File: src/rtl/memx_agu_pkg.sv
package memx_agu_pkg;
  typedef enum logic [1:0] {
    AM_INDEX  = 2'd0,
    AM_INDEXU = 2'd1,
    AM_STEP   = 2'd2,
    AM_PAIR   = 2'd3
  } am_mode_e;

  typedef enum logic [1:0] {
    SZ_B = 2'd0,
    SZ_H = 2'd1,
    SZ_W = 2'd2,
    SZ_D = 2'd3
  } acc_size_e;

  typedef enum logic [2:0] {
    ST_IDLE  = 3'd0,
    ST_BEAT1 = 3'd1,
    ST_BEAT2 = 3'd2,
    ST_FIN   = 3'd3,
    ST_ERR   = 3'd4
  } seq_state_e;
endpackage

File: src/rtl/memx_agu_addr.sv
module memx_agu_addr
  import memx_agu_pkg::*;
#(
  parameter int XW = 64
) (
  input  logic [1:0]    mode,
  input  logic [1:0]    size,
  input  logic          pre,
  input  logic [1:0]    scale,
  input  logic [4:0]    imm5,
  input  logic [1:0]    pimm,
  input  logic [XW-1:0] base,
  input  logic [XW-1:0] index,
  output logic [XW-1:0] addr_a,
  output logic [XW-1:0] addr_b,
  output logic [XW-1:0] base_upd
);
  localparam int HALF = XW / 2;

  logic [XW-1:0] idx_src;
  logic [XW-1:0] idx_off;
  logic [XW-1:0] step;
  logic [XW-1:0] pair_off;
  logic [XW-1:0] item_bytes;
  logic [XW-1:0] pair_a;

  always_comb begin
    idx_src    = (am_mode_e'(mode) == AM_INDEXU) ? {{HALF{1'b0}}, index[HALF-1:0]} : index;
    idx_off    = idx_src << scale;
    step       = {{(XW-5){imm5[4]}}, imm5} << scale;
    pair_off   = (acc_size_e'(size) == SZ_D) ? (XW'(pimm) << 4) : (XW'(pimm) << 3);
    item_bytes = (acc_size_e'(size) == SZ_D) ? XW'(8) : XW'(4);
    pair_a     = base + pair_off;
    base_upd   = base + step;
    case (am_mode_e'(mode))
      AM_INDEX, AM_INDEXU: begin
        addr_a = base + idx_off;
        addr_b = base + idx_off;
      end
      AM_STEP: begin
        addr_a = pre ? base_upd : base;
        addr_b = pre ? base_upd : base;
      end
      default: begin
        addr_a = pair_a;
        addr_b = pair_a + item_bytes;
      end
    endcase
  end
endmodule

File: src/rtl/memx_agu_legal.sv
module memx_agu_legal
  import memx_agu_pkg::*;
#(
  parameter int RIW = 5
) (
  input  logic [1:0]     mode,
  input  logic [1:0]     size,
  input  logic           store,
  input  logic           uns,
  input  logic           xlen64,
  input  logic [RIW-1:0] rd,
  input  logic [RIW-1:0] rd2,
  input  logic [RIW-1:0] rs1,
  output logic           bad
);
  logic wide_bad;
  logic step_bad;
  logic pair_bad;

  always_comb begin
    wide_bad = !xlen64 && ((acc_size_e'(size) == SZ_D) ||
                           (acc_size_e'(size) == SZ_W && uns && !store));
    step_bad = (am_mode_e'(mode) == AM_STEP) && !store && (rd == rs1);
    pair_bad = 1'b0;
    if (am_mode_e'(mode) == AM_PAIR) begin
      if (acc_size_e'(size) == SZ_B || acc_size_e'(size) == SZ_H) pair_bad = 1'b1;
      if (!store && ((rs1 == rd) || (rs1 == rd2) || (rd == rd2))) pair_bad = 1'b1;
    end
    bad = wide_bad || step_bad || pair_bad;
  end
endmodule

File: src/rtl/memx_agu_ext.sv
module memx_agu_ext
  import memx_agu_pkg::*;
#(
  parameter int XW = 64
) (
  input  logic [1:0]    size,
  input  logic          uns,
  input  logic [XW-1:0] raw,
  output logic [XW-1:0] val
);
  localparam int NNARROW = 3;

  logic [XW-1:0] cand [NNARROW];

  for (genvar g = 0; g < NNARROW; g++) begin : g_narrow
    localparam int W = 8 << g;
    assign cand[g] = uns ? {{(XW-W){1'b0}}, raw[W-1:0]}
                         : {{(XW-W){raw[W-1]}}, raw[W-1:0]};
  end

  always_comb begin
    case (acc_size_e'(size))
      SZ_B:    val = cand[0];
      SZ_H:    val = cand[1];
      SZ_W:    val = cand[2];
      default: val = raw;
    endcase
  end
endmodule

File: src/rtl/memx_agu.sv
module memx_agu
  import memx_agu_pkg::*;
#(
  parameter int XW  = 64,
  parameter int RIW = 5
) (
  input  logic           clk,
  input  logic           rst_n,
  input  logic           op_valid,
  input  logic [1:0]     op_mode,
  input  logic [1:0]     op_size,
  input  logic           op_store,
  input  logic           op_unsigned,
  input  logic           op_pre,
  input  logic [1:0]     op_scale,
  input  logic [4:0]     op_imm5,
  input  logic [1:0]     op_pimm,
  input  logic [RIW-1:0] op_rd,
  input  logic [RIW-1:0] op_rd2,
  input  logic [RIW-1:0] op_rs1,
  input  logic           xlen64,
  input  logic [XW-1:0]  base_val,
  input  logic [XW-1:0]  index_val,
  input  logic [XW-1:0]  wdata_a,
  input  logic [XW-1:0]  wdata_b,
  output logic           busy,
  output logic           mem_req,
  output logic           mem_we,
  output logic [1:0]     mem_size,
  output logic [XW-1:0]  mem_addr,
  output logic [XW-1:0]  mem_wdata,
  input  logic           mem_ready,
  input  logic [XW-1:0]  mem_rdata,
  output logic           done,
  output logic           illegal,
  output logic           rf_we1,
  output logic [RIW-1:0] rf_waddr1,
  output logic [XW-1:0]  rf_wdata1,
  output logic           rf_we2,
  output logic [RIW-1:0] rf_waddr2,
  output logic [XW-1:0]  rf_wdata2,
  output logic           base_we,
  output logic [RIW-1:0] base_waddr,
  output logic [XW-1:0]  base_wdata
);
  seq_state_e    state_q, state_d;

  logic [XW-1:0] a_addr_a, a_addr_b, a_base_upd;
  logic          op_bad;
  logic          accept;
  logic          take1, take2;
  logic [XW-1:0] ext_val;

  logic [1:0]     c_mode, c_size;
  logic           c_store, c_uns;
  logic [RIW-1:0] c_rd, c_rd2, c_rs1;
  logic [XW-1:0]  c_addr_a, c_addr_b, c_base_upd, c_wd1, c_wd2;
  logic [XW-1:0]  d1_q, d2_q;

  memx_agu_addr #(.XW(XW)) u_addr (
    .mode     (op_mode),
    .size     (op_size),
    .pre      (op_pre),
    .scale    (op_scale),
    .imm5     (op_imm5),
    .pimm     (op_pimm),
    .base     (base_val),
    .index    (index_val),
    .addr_a   (a_addr_a),
    .addr_b   (a_addr_b),
    .base_upd (a_base_upd)
  );

  memx_agu_legal #(.RIW(RIW)) u_legal (
    .mode   (op_mode),
    .size   (op_size),
    .store  (op_store),
    .uns    (op_unsigned),
    .xlen64 (xlen64),
    .rd     (op_rd),
    .rd2    (op_rd2),
    .rs1    (op_rs1),
    .bad    (op_bad)
  );

  memx_agu_ext #(.XW(XW)) u_ext (
    .size (c_size),
    .uns  (c_uns),
    .raw  (mem_rdata),
    .val  (ext_val)
  );

  // control: next state
  always_comb begin
    accept  = (state_q == ST_IDLE) && op_valid;
    take1   = (state_q == ST_BEAT1) && mem_ready;
    take2   = (state_q == ST_BEAT2) && mem_ready;
    state_d = state_q;
    case (state_q)
      ST_IDLE:  if (op_valid) state_d = op_bad ? ST_ERR : ST_BEAT1;
      ST_BEAT1: if (mem_ready) state_d = (am_mode_e'(c_mode) == AM_PAIR) ? ST_BEAT2 : ST_FIN;
      ST_BEAT2: if (mem_ready) state_d = ST_FIN;
      ST_FIN:   state_d = ST_IDLE;
      ST_ERR:   state_d = ST_IDLE;
      default:  state_d = ST_IDLE;
    endcase
  end

  always_ff @(posedge clk or negedge rst_n) begin
    if (!rst_n) state_q <= ST_IDLE;
    else        state_q <= state_d;
  end

  // operation context, loaded on accept
  always_ff @(posedge clk) begin
    if (accept) begin
      c_mode     <= op_mode;
      c_size     <= op_size;
      c_store    <= op_store;
      c_uns      <= op_unsigned;
      c_rd       <= op_rd;
      c_rd2      <= op_rd2;
      c_rs1      <= op_rs1;
      c_addr_a   <= a_addr_a;
      c_addr_b   <= a_addr_b;
      c_base_upd <= a_base_upd;
      c_wd1      <= wdata_a;
      c_wd2      <= wdata_b;
    end
  end

  // load result holding registers
  always_ff @(posedge clk) begin
    if (take1) d1_q <= ext_val;
    if (take2) d2_q <= ext_val;
  end

  // outputs
  always_comb begin
    busy       = (state_q != ST_IDLE);
    mem_req    = (state_q == ST_BEAT1) || (state_q == ST_BEAT2);
    mem_we     = c_store;
    mem_size   = c_size;
    mem_addr   = (state_q == ST_BEAT2) ? c_addr_b : c_addr_a;
    mem_wdata  = (state_q == ST_BEAT2) ? c_wd2 : c_wd1;
    done       = (state_q == ST_FIN);
    illegal    = (state_q == ST_ERR);
    rf_we1     = done && !c_store;
    rf_we2     = done && !c_store && (am_mode_e'(c_mode) == AM_PAIR);
    base_we    = done && (am_mode_e'(c_mode) == AM_STEP);
    rf_waddr1  = c_rd;
    rf_waddr2  = c_rd2;
    base_waddr = c_rs1;
    rf_wdata1  = d1_q;
    rf_wdata2  = d2_q;
    base_wdata = c_base_upd;
  end

  AST_REQ_HOLD: assert property (@(posedge clk) disable iff (!rst_n)
    mem_req && !mem_ready |=> mem_req && $stable(mem_addr) && $stable(mem_we) && $stable(mem_wdata));
  AST_ERR_PULSE: assert property (@(posedge clk) disable iff (!rst_n)
    illegal |=> !illegal);
  AST_ERR_QUIET: assert property (@(posedge clk) disable iff (!rst_n)
    illegal |-> !mem_req && !rf_we1 && !rf_we2 && !base_we && !$past(mem_req));
  AST_DONE_AFTER_BEAT: assert property (@(posedge clk) disable iff (!rst_n)
    done |-> $past(mem_req && mem_ready));
  AST_PAIR_DISTINCT: assert property (@(posedge clk) disable iff (!rst_n)
    rf_we2 |-> rf_we1 && (rf_waddr1 != rf_waddr2) && !base_we);
  AST_STEP_NO_ALIAS: assert property (@(posedge clk) disable iff (!rst_n)
    base_we && rf_we1 |-> base_waddr != rf_waddr1);
endmodule

File: config.mk
export PLATFORM = sky130hd
export DESIGN_NAME = memx_agu
export DESIGN_NICKNAME = d
export VERILOG_FILES = /design/src/rtl/memx_agu_pkg.sv /design/src/rtl/memx_agu_addr.sv /design/src/rtl/memx_agu_legal.sv /design/src/rtl/memx_agu_ext.sv /design/src/rtl/memx_agu.sv
export SDC_FILE = /design/constraint.sdc
export NUM_CORES = 1
export LEC_CHECK = 0
export CORE_MARGIN = 2
export CORE_UTILIZATION = 35
export CTS_BUF_LIST = sky130_fd_sc_hd__clkbuf_4 sky130_fd_sc_hd__clkbuf_8
export DETAILED_ROUTE_END_ITERATION = 10
export GPL_TIMING_DRIVEN = 0
export HOLD_SLACK_MARGIN = 0.1
export PLACE_DENSITY_LB_ADDON = 0.3
export SLEW_MARGIN = 40
export SYNTH_ARGS = -nofsm -noshare
export SYNTH_HDL_FRONTEND = slang
export SYNTH_SLANG_ARGS = --single-unit
File: constraint.sdc
create_clock -name clk -period 15.5 [get_ports clk]
set_input_delay 3.875 -clock clk [delete_from_list [all_inputs] [get_ports clk]]
set_output_delay 3.875 -clock clk [all_outputs]
set_load 0.02 [all_outputs]
==> results.json, run 1 <==
{
  "cts_resized": 0,
  "finalSetupViolations": 0,
  "synth-simple-area-share_pct": 13.1,
  "cts_max_level": 3,
  "multi_input_area_mm2": 0.0161,
  "drv_cap": 0,
  "synth_ff_type": "edfxtp_1",
  "run_status": "finished clean",
  "period_needed_ns": 9.68,
  "wirelength_um": 120000,
  "grt_use_total_pct": 25.2,
  "clock_latency_ns": 0.69,
  "final_nets": 4201,
  "stdcell_count": 4942,
  "tns_ns": 0,
  "power_switching_share_pct": 36.3,
  "fmax_ghz": 0.103,
  "rrSetupSlack_ns": 11.91,
  "fin_crit_sh_pct": 62.5,
  "end_kind": "register",
  "async_flop_share_pct": 0.638,
  "synth_edf_count": 467,
  "hold_viol": 0,
  "routedWlPerCell_um": 24.3,
  "place_congestion": 0.976,
  "syn_area_per_cell_um2": 10.7,
  "max-vdd-ir-drop_v": 0.0000900,
  "reg2reg_depth": 7,
  "antenna_found_initial": 8,
  "regToRegStartpoint": "state_q[1]$_DFFE_PN0P_",
  "rsz0062_at_grt": "no",
  "ys_ff_latch": 470,
  "syn_nets": 3382,
  "grt_pass1_vias": 25800,
  "n_fill_cell": 8274,
  "synthToLayoutAreaGrowth_pct": 34.6,
  "worstSetupEndpoint": "c_addr_a[58]$_DFFE_PP_",
  "fin_skew_ns": 0.0411,
  "synthMuxAreaShare_pct": 10.5,
  "place_hpwl_um": 99000,
  "switchingPower_w": 0.00186,
  "critical_path_class": "in2reg",
  "drive_above_1_share_pct": 11.2,
  "yosys.area_share.adder_pct": 5.80,
  "grt_first_pass_wirelength_um": 170000,
  "dr.pass1.iters": 6,
  "synth_area_mm2": 0.0310,
  "initial_core_util_pct": 35.2,
  "final_cell_mix": "695 x clkdlybuf4s50_1, 467 x edfxtp_1, 216 x a21oi_1",
  "crit_required_ns": 15.88,
  "grt_max_degree": 43,
  "path_clk_slew_ns": 0.06,
  "drc_errors": 0,
  "postSynthCellCount": 2885,
  "power_frac_seq_pct": 35.1,
  "cts_root_buffer": "clkbuf_8",
  "arrival_ns": 10.06,
  "yosysSeqAreaShare_pct": 45.5,
  "timing.hold.worst.class": "reg2reg",
  "clockPowerShare_pct": 22.7,
  "postRouteAntennaNets": 0,
  "vias_per_cell": 5.44,
  "dp.cells": 4783,
  "slew_violations": 0,
  "post_cts_buffers": 0,
  "p_int_w": 0.00328,
  "die_y_um": 302,
  "cts_buffer_depth": 3,
  "rows": 109,
  "pin_count": 701,
  "relSlewSlack_pct": 41.7,
  "numClockSinks": 470,
  "numCtsBuffers": 84,
  "synth_warnings": 0,
  "hold_buffers": 0,
  "cts_tree": "done",
  "synth.distinct_cells": 88,
  "cp_max_fo": 10,
  "port_buffers": 696,
  "power.density_mw_per_mm2": 123,
  "crit_path_start": "op_scale[1]",
  "worst_pin_slew_ns": 0.875,
  "drtIter0Drc": 2420,
  "die_w_um": 302,
  "synth_top_family_by_area": "compound AO/OA/AOI/OAI gates",
  "cp-start-kind": "input port",
  "final_common_cell": "clkdlybuf4s50_1",
  "regArea_mm2": 0.0141,
  "synthXorXnorAreaFrac_pct": 6.95,
  "p_leak_nw": 15.2,
  "reg2reg_to": "rf_wdata2[39]$_DFFE_PP_",
  "vias": 26900,
  "grt-ovfl-total": 0,
  "core_region_area_mm2": 0.0881,
  "pwr-share-comb_pct": 42.2,
  "dieArea_mm2": 0.0909,
  "synth_compound_area_share_pct": 15.3
}
## layout make-up
type,instances,area share [%]
clock inverters,38,0.723
flip-flops and latches,470,33.8
well taps,1165,3.49
multi-input cells,2191,38.6
inverters,52,0.468
plain buffers,172,1.61
diodes,7,0.0420
clock buffers,114,3.31
repair buffers,733,18.0
## synth_stat cells, drive strengths merged, types with 7 or more instances
cell type,instances,area [um^2]
nor3b,11,87.6
nand2,213,800
inv,52,195
nand2b,21,131
nand3b,8,60.1
xnor2,137,1200
edfxtp,467,14000
buf,22,91.3
o31ai,16,120
o211ai,7,52.6
a21o,103,773
a21oi,216,1080
or2,15,93.8
mux2,136,1530
mux2i,63,631
nand3,64,325
and2,16,100
and4,14,123
xor2,109,955
or4,13,101
nor2,164,623
ha,138,1730
o21a,24,180
o22ai,16,100
o21ai,205,1030
nor3,48,257
a211oi,22,165
mux4,49,1100
nor2b,46,288
nand4,67,432
a221oi,10,87.6
nor4,24,178
clkbuf,150,563
and3,33,206
a31oi,24,150
o21bai,48,360
or3,18,113
## metrics by stage
step           hold slack (ns)  cell area, um^2  setup slack (ns)  total power, W  utilization (%)
5_1_grt                  0.709            41700              5.46         0.00537             47.3
3_5_place_dp             0.651            40000              5.11         0.00399             45.4
3_3_place_gp             0.638            39400             -2.04         0.00401             44.7
6_report                 0.663            41700              5.82         0.00514             47.4
4_1_cts                  0.660            41700              5.85         0.00517             47.3
2_1_floorplan            0.593            31000              2.28         0.00301                -
## per-layer routing
metal | part of all wire [%] | wire length [um] | global-route usage, % | vias up
met2 | 48 | 58200 | 43.2 | 1083
met5 | 0.010 | 12 | 0 | -
met3 | 6.9 | 8290 | 4.09 | 180
met4 | 3.1 | 3760 | 8.31 | 2
li1 | - | - | - | 12600
met1 | 41 | 49800 | 32.4 | 13000
## critical path, stage by stage
cell,delay (ns)
clkbuf_1,0.56
clkbuf_1,0.66
buf_1,0.66
a211oi_1,0.10
a21oi_1,0.21
ha_1,0.31
o211ai_1,0.17
a21oi_1,0.09
a21boi_0,0.54
o21ai_0,0.32
o21ai_0,0.74
o21ai_0,0.34
a21oi_1,0.36
o21ai_0,0.16
mux2_2,0.34
a211oi_1,0.38
o21ai_0,0.21
## power by group through the flow
stage | clock [W] | sequential (W) | combinational [W]
final | 0.00117 | 0.00180 | 0.00217
after global routing | 0.00126 | 0.00182 | 0.00230
after CTS | 0.00120 | 0.00180 | 0.00217
after detailed placement | 0 | 0.00183 | 0.00216
after global placement | 0 | 0.00194 | 0.00206
after floorplan | 0 | 0.00201 | 0.000994
## worst min-delay path by stage
stage	endpoint	start	slack, ns	depth (start not counted)
finish	state_q[1]$_DFFE_PN0P_	state_q[0]$_DFFE_PN0P_	0.66	2
global route	state_q[1]$_DFFE_PN0P_	state_q[0]$_DFFE_PN0P_	0.71	2
CTS	state_q[1]$_DFFE_PN0P_	state_q[0]$_DFFE_PN0P_	0.66	2
detailed placement	state_q[1]$_DFFE_PN0P_	state_q[0]$_DFFE_PN0P_	0.65	2
global placement	state_q[1]$_DFFE_PN0P_	state_q[0]$_DFFE_PN0P_	0.64	2
floorplan	state_q[1]$_DFFE_PN0P_	state_q[2]$_DFFE_PN0P_	0.59	2
## registers in the layout, indices dropped and copies added (netlist names), 62 cells and up
name and flops:
base_wdata 64, c_addr_a 64, c_addr_b 62, c_wd1 64, c_wd2 64, rf_wdata1 64
rf_wdata2 64
## kinds of logic after synthesis
logic type,Yosys count
simple gates,792
compound gates,763
flops,470
mux,248
xor+xnor,246
buf+inv,224
fa+ha+maj,142
No activity file was read; power rests on OpenSTA's default activity.
==> run 2, diff against run 1 <==
==> constraint.sdc (replaced) <==
create_clock -name clk -period 9.9 [get_ports clk]
set_input_delay 2.475 -clock clk [delete_from_list [all_inputs] [get_ports clk]]
set_output_delay 2.475 -clock clk [all_outputs]
set_load 0.02 [all_outputs]
==> results.json, run 2 (synthesized netlist as in run 1, its figures left out) <==
{
  "final.setup.worst_slack_ns": 1.42,
  "dr.pass1.iters": 5,
  "cts_max_level": 3,
  "slew_violations": 0,
  "run_status": "finished clean",
  "cts_root_buffer": "clkbuf_8",
  "critical_path_class": "in2reg",
  "final_common_cell": "clkdlybuf4s50_1",
  "rsz0062_at_grt": "no",
  "dieArea_mm2": 0.0909,
  "power.density_mw_per_mm2": 193,
  "drc_errors": 0,
  "fin_crit_sh_pct": 85.7,
  "grt_use_total_pct": 25.2,
  "rows": 109,
  "numClockSinks": 470,
  "arrival_ns": 8.85,
  "cts_buffer_depth": 3,
  "cts_tree": "done",
  "final_nets": 4198,
  "period_needed_ns": 8.48,
  "die_y_um": 302,
  "place_hpwl_um": 98700,
  "hold_viol": 0,
  "cts_resized": 0,
  "final_cell_mix": "695 x clkdlybuf4s50_1, 467 x edfxtp_1, 216 x a21oi_1",
  "grt-ovfl-total": 0,
  "crit_required_ns": 10.27,
  "cp_max_fo": 10,
  "antenna_found_initial": 5,
  "numCtsBuffers": 80,
  "synthToLayoutAreaGrowth_pct": 34.7,
  "drive_above_1_share_pct": 10.9,
  "finalSetupViolations": 0,
  "grt_pass1_vias": 25800,
  "vias": 26900,
  "routedWlPerCell_um": 24.2,
  "pin_count": 701,
  "end_kind": "register",
  "grt_first_pass_wirelength_um": 170000,
  "wirelength_um": 120000,
  "vias_per_cell": 5.46,
  "timing.hold.worst.class": "reg2reg",
  "die_w_um": 302,
  "fin_skew_ns": 0.0448,
  "place_congestion": 0.980,
  "hold_buffers": 0,
  "postRouteAntennaNets": 0,
  "path_clk_slew_ns": 0.06,
  "grt_max_degree": 41,
  "cp-start-kind": "input port",
  "n_fill_cell": 8246,
  "holdWs_ns": 0.679,
  "relSlewSlack_pct": 32.1,
  "clock_latency_ns": 0.69,
  "initial_core_util_pct": 35.2,
  "drtIter0Drc": 2329,
  "port_buffers": 696,
  "max-vdd-ir-drop_v": 0.000132,
  "post_cts_buffers": 0,
  "final_core_util_pct": 47.4,
  "place_ws_ns": 0.776,
  "worst_pin_slew_ns": 1.01,
  "p_leak_nw": 15.2,
  "core_region_area_mm2": 0.0881,
  "fmax_ghz": 0.118,
  "drv_cap": 0
}
[run 2: cell count changes in the layout (fill, tap and decap cells not counted), sizes merged]
cell / previous run / this run
diode: 7 / 5
clkbuf: 267 / 257
clkinv: 28 / 24
inv: 55 / 56
bufinv: 3 / 6
clkinvlp: 4 / 2
buf: 57 / 58
[run 2: per-stage QoR]
step	setup TNS (ns)	cell area [um^2]	cells	power, W
2_1_floorplan	0	31000	2885	0.00466
3_5_place_dp	0	40100	4784	0.00627
5_1_grt	0	41800	4928	0.00844
3_3_place_gp	-557.47	39400	4746	0.00620
6_report	0	41800	4929	0.00807
4_1_cts	0	41700	4924	0.00813
[run 2: routing by layer]
| metal | part of all wire [%] | vias to the layer above | global-route usage, % |
|---|---|---|---|
| li1 | - | 12600 | - |
| met1 | 41 | 13000 | 32.0 |
| met2 | 48 | 1128 | 42.8 |
| met3 | 7.3 | 201 | 4.40 |
| met4 | 3.7 | 0 | 9.43 |
| met5 | 0 | - | 0 |
[run 2: path summary, 6_finish.rpt]
| path | startpoint | endpoint | slack [ns] | depth (start not counted) |
|---|---|---|---|---|
| worst max-delay path | op_scale[0] | c_addr_a[58]$_DFFE_PP_ | 1.42 | 18 |
| worst min-delay path | state_q[0]$_DFFE_PN0P_ | state_q[1]$_DFFE_PN0P_ | 0.68 | 2 |
| worst max register to register | state_q[1]$_DFFE_PN0P_ | rf_wdata2[42]$_DFFE_PP_ | 6.34 | 7 |
| worst min register to register | state_q[0]$_DFFE_PN0P_ | state_q[1]$_DFFE_PN0P_ | 0.68 | 2 |
| max in group asynchronous | rst_n | state_q[1]$_DFFE_PN0P_ | 7.74 | 1 |
| min in group asynchronous | rst_n | state_q[0]$_DFFE_PN0P_ | 2.00 | 1 |
[run 2: final cells by class]
cell class | instances | area, um^2 | share of cell area (%)
plain buffers | 172 | 671 | 1.61
inverters | 52 | 195 | 0.467
multi-input cells | 2191 | 16100 | 38.5
clock buffers | 104 | 1310 | 3.13
well taps | 1165 | 1460 | 3.49
flip-flops and latches | 470 | 14100 | 33.8
diodes | 5 | 12.5 | 0.0300
clock inverters | 36 | 344 | 0.824
repair buffers | 734 | 7600 | 18.2
[run 2: critical path: stages]
cell and delay [ns]:
clkbuf_1 0.45, buf_2 0.47, clkbuf_1 0.67, mux2i_1 0.33, a21oi_1 0.15, ha_1 0.32
clkbuf_1 0.26, a21o_1 0.17, a311o_1 0.20, nand4_1 0.14, a31oi_1 0.35, a21oi_1 0.25
o41ai_1 0.97, a31oi_1 0.34, o21ai_0 0.41, xor2_1 0.21, a211oi_1 0.44, o21ai_0 0.22
[run 2: power by group]
group / internal [W] / switching, W
combinational: 0.00143 / 0.00198
clock: 0.00102 / 0.000817
sequential: 0.00272 / 0.0000970
==> run 3, diff against run 2 <==
--- a/config.mk
+++ b/config.mk
@@ -12,7 +12,7 @@
 export GPL_TIMING_DRIVEN = 0
 export HOLD_SLACK_MARGIN = 0.1
 export PLACE_DENSITY_LB_ADDON = 0.3
-export SLEW_MARGIN = 40
+export SLEW_MARGIN = 20
 export SYNTH_ARGS = -nofsm -noshare
 export SYNTH_HDL_FRONTEND = slang
 export SYNTH_SLANG_ARGS = --single-unit
==> results.json, run 3 (synthesized netlist as in run 1, its figures left out) <==
{
  "run_status": "finished clean",
  "synthToLayoutAreaGrowth_pct": 34.2,
  "cts_root_buffer": "clkbuf_8",
  "core_region_area_mm2": 0.0881,
  "vias": 26900,
  "timing.hold.worst.class": "reg2reg",
  "drc_errors": 0,
  "port_buffers": 696,
  "min_to": "state_q[1]$_DFFE_PN0P_",
  "grt_use_total_pct": 25.2,
  "grt_pass1_vias": 25700,
  "vias_per_cell": 5.46,
  "final_nets": 4190,
  "post_cts_buffers": 0,
  "grt_max_degree": 55,
  "slew_violations": 0,
  "die_w_um": 302,
  "cp_max_fo": 10,
  "arrival_ns": 9.01,
  "drive_above_1_share_pct": 10.5,
  "finalSetupViolations": 0,
  "regToRegStartpoint": "state_q[1]$_DFFE_PN0P_",
  "worst_pin_slew_ns": 1.20,
  "max-vdd-ir-drop_v": 0.000133,
  "min_path_cells": 2,
  "cts_resized": 0,
  "dieArea_mm2": 0.0909,
  "period_needed_ns": 8.64,
  "numCtsBuffers": 82,
  "end_kind": "register",
  "routedWlPerCell_um": 24.2,
  "slowest_stage": "o41ai_1",
  "wirelength_um": 119000,
  "stdcell_count": 4928,
  "holdWs_ns": 0.666,
  "hold_buffers": 0,
  "fin_crit_sh_pct": 87.2,
  "path_clk_slew_ns": 0.06,
  "antenna_found_initial": 6,
  "hold_viol": 0,
  "reg2reg_depth": 7,
  "multi_input_area_mm2": 0.0161,
  "regArea_mm2": 0.0141,
  "cts_max_level": 3,
  "critical_path_class": "in2reg",
  "cp-start-kind": "input port",
  "pin_count": 701,
  "grt_first_pass_wirelength_um": 169000,
  "rrSetupSlack_ns": 6.05,
  "power.density_mw_per_mm2": 193,
  "drv_cap": 0,
  "drtIter0Drc": 2382,
  "cts_tree": "done",
  "die_y_um": 302,
  "path_cells": "clkbuf_1, buf_1, clkbuf_1, mux2i_1, a21oi_1, ha_1, clkbuf_1, a21o_1, a311o_1, nand4_1, a31oi_1, a21oi_1, o41ai_1, a31oi_1, o21ai_0, xor2_1, a211oi_1, o21ai_0",
  "cp_common_cell": "clkbuf_1",
  "fin_skew_ns": 0.0456,
  "place_congestion": 0.980,
  "dr.pass1.iters": 5,
  "min_from": "state_q[0]$_DFFE_PN0P_",
  "rsz0062_at_grt": "no",
  "clock_latency_ns": 0.71,
  "n_fill_cell": 8135,
  "final_cell_mix": "695 x clkdlybuf4s50_1, 467 x edfxtp_1, 216 x a21oi_1",
  "place_hpwl_um": 98600,
  "final_common_cell": "clkdlybuf4s50_1",
  "postRouteAntennaNets": 0,
  "rows": 109,
  "reg2reg_to": "rf_wdata2[33]$_DFFE_PP_",
  "p_leak_nw": 15.1,
  "relSlewSlack_pct": 20.0,
  "dp.cells": 4774,
  "critical-path-max-stage-delay_ns": 0.88,
  "numClockSinks": 470,
  "cts_buffer_depth": 3,
  "initial_core_util_pct": 35.2,
  "fmax_ghz": 0.116,
  "grt-ovfl-total": 0,
  "crit_required_ns": 10.28
}
==> run 3: worst max-delay path by stage <==
| stage | from | end | slack (ns) | cells past startpoint |
|---|---|---|---|---|
| floorplan | mem_ready | rf_wdata1[0]$_DFFE_PP_ | 0.27 | 1 |
| global placement | mem_ready | rf_wdata1[49]$_DFFE_PP_ | -4.72 | 2 |
| detailed placement | op_scale[0] | c_addr_a[58]$_DFFE_PP_ | 0.48 | 18 |
| CTS | op_scale[0] | c_addr_b[58]$_DFFE_PP_ | 1.23 | 18 |
| global route | op_scale[0] | c_addr_b[58]$_DFFE_PP_ | 0.85 | 18 |
| finish | op_scale[0] | c_addr_a[58]$_DFFE_PP_ | 1.26 | 18 |
==> run 3: layer usage <==
metal / wire length (um) / up-vias / global-route usage [%]
met5: 0 / - / 0
met3: 8130 / 181 / 3.67
li1: - / 12600 / -
met2: 58200 / 1120 / 42.9
met4: 3810 / 0 / 8.73
met1: 49400 / 13000 / 32.5
==> run 3: worst max-delay path: cells and delay by family <==
family / cells / cell delay [ns]
multiplexers: 1 / 0.33
buffers and inverters: 4 / 2.13
AO/OA/AOI/OAI: 10 / 3.33
adder cells (fa/ha/maj): 1 / 0.32
XOR/XNOR: 1 / 0.22
AND/OR/NAND/NOR: 1 / 0.17
==> run 3: final cells by class <==
class,count,share of cell area (%)
clock inverters,41,0.833
diodes,6,0.0361
inverters,52,0.469
clock buffers,107,3.17
multi-input cells,2191,38.6
well taps,1165,3.51
repair buffers,724,17.9
plain buffers,172,1.57
flip-flops and latches,470,33.9
==> run 3: power breakdown <==
| group | switching [W] | total, W | internal (W) |
|---|---|---|---|
| combinational | 0.00197 | 0.00337 | 0.00140 |
| sequential | 0.0000977 | 0.00282 | 0.00272 |
| clock | 0.000856 | 0.00184 | 0.000988 |
==> run 3: per-stage QoR <==
stage	instance area, um^2	total power, W	setup slack [ns]	TNS, ns	utilization (%)
2_1_floorplan	31000	0.00466	0.268	0	-
3_3_place_gp	39400	0.00620	-4.72	-557.47	44.7
3_5_place_dp	39900	0.00622	0.479	0	45.3
4_1_cts	41600	0.00808	1.23	0	47.2
5_1_grt	41600	0.00839	0.851	0	47.2
6_report	41600	0.00803	1.26	0	47.2
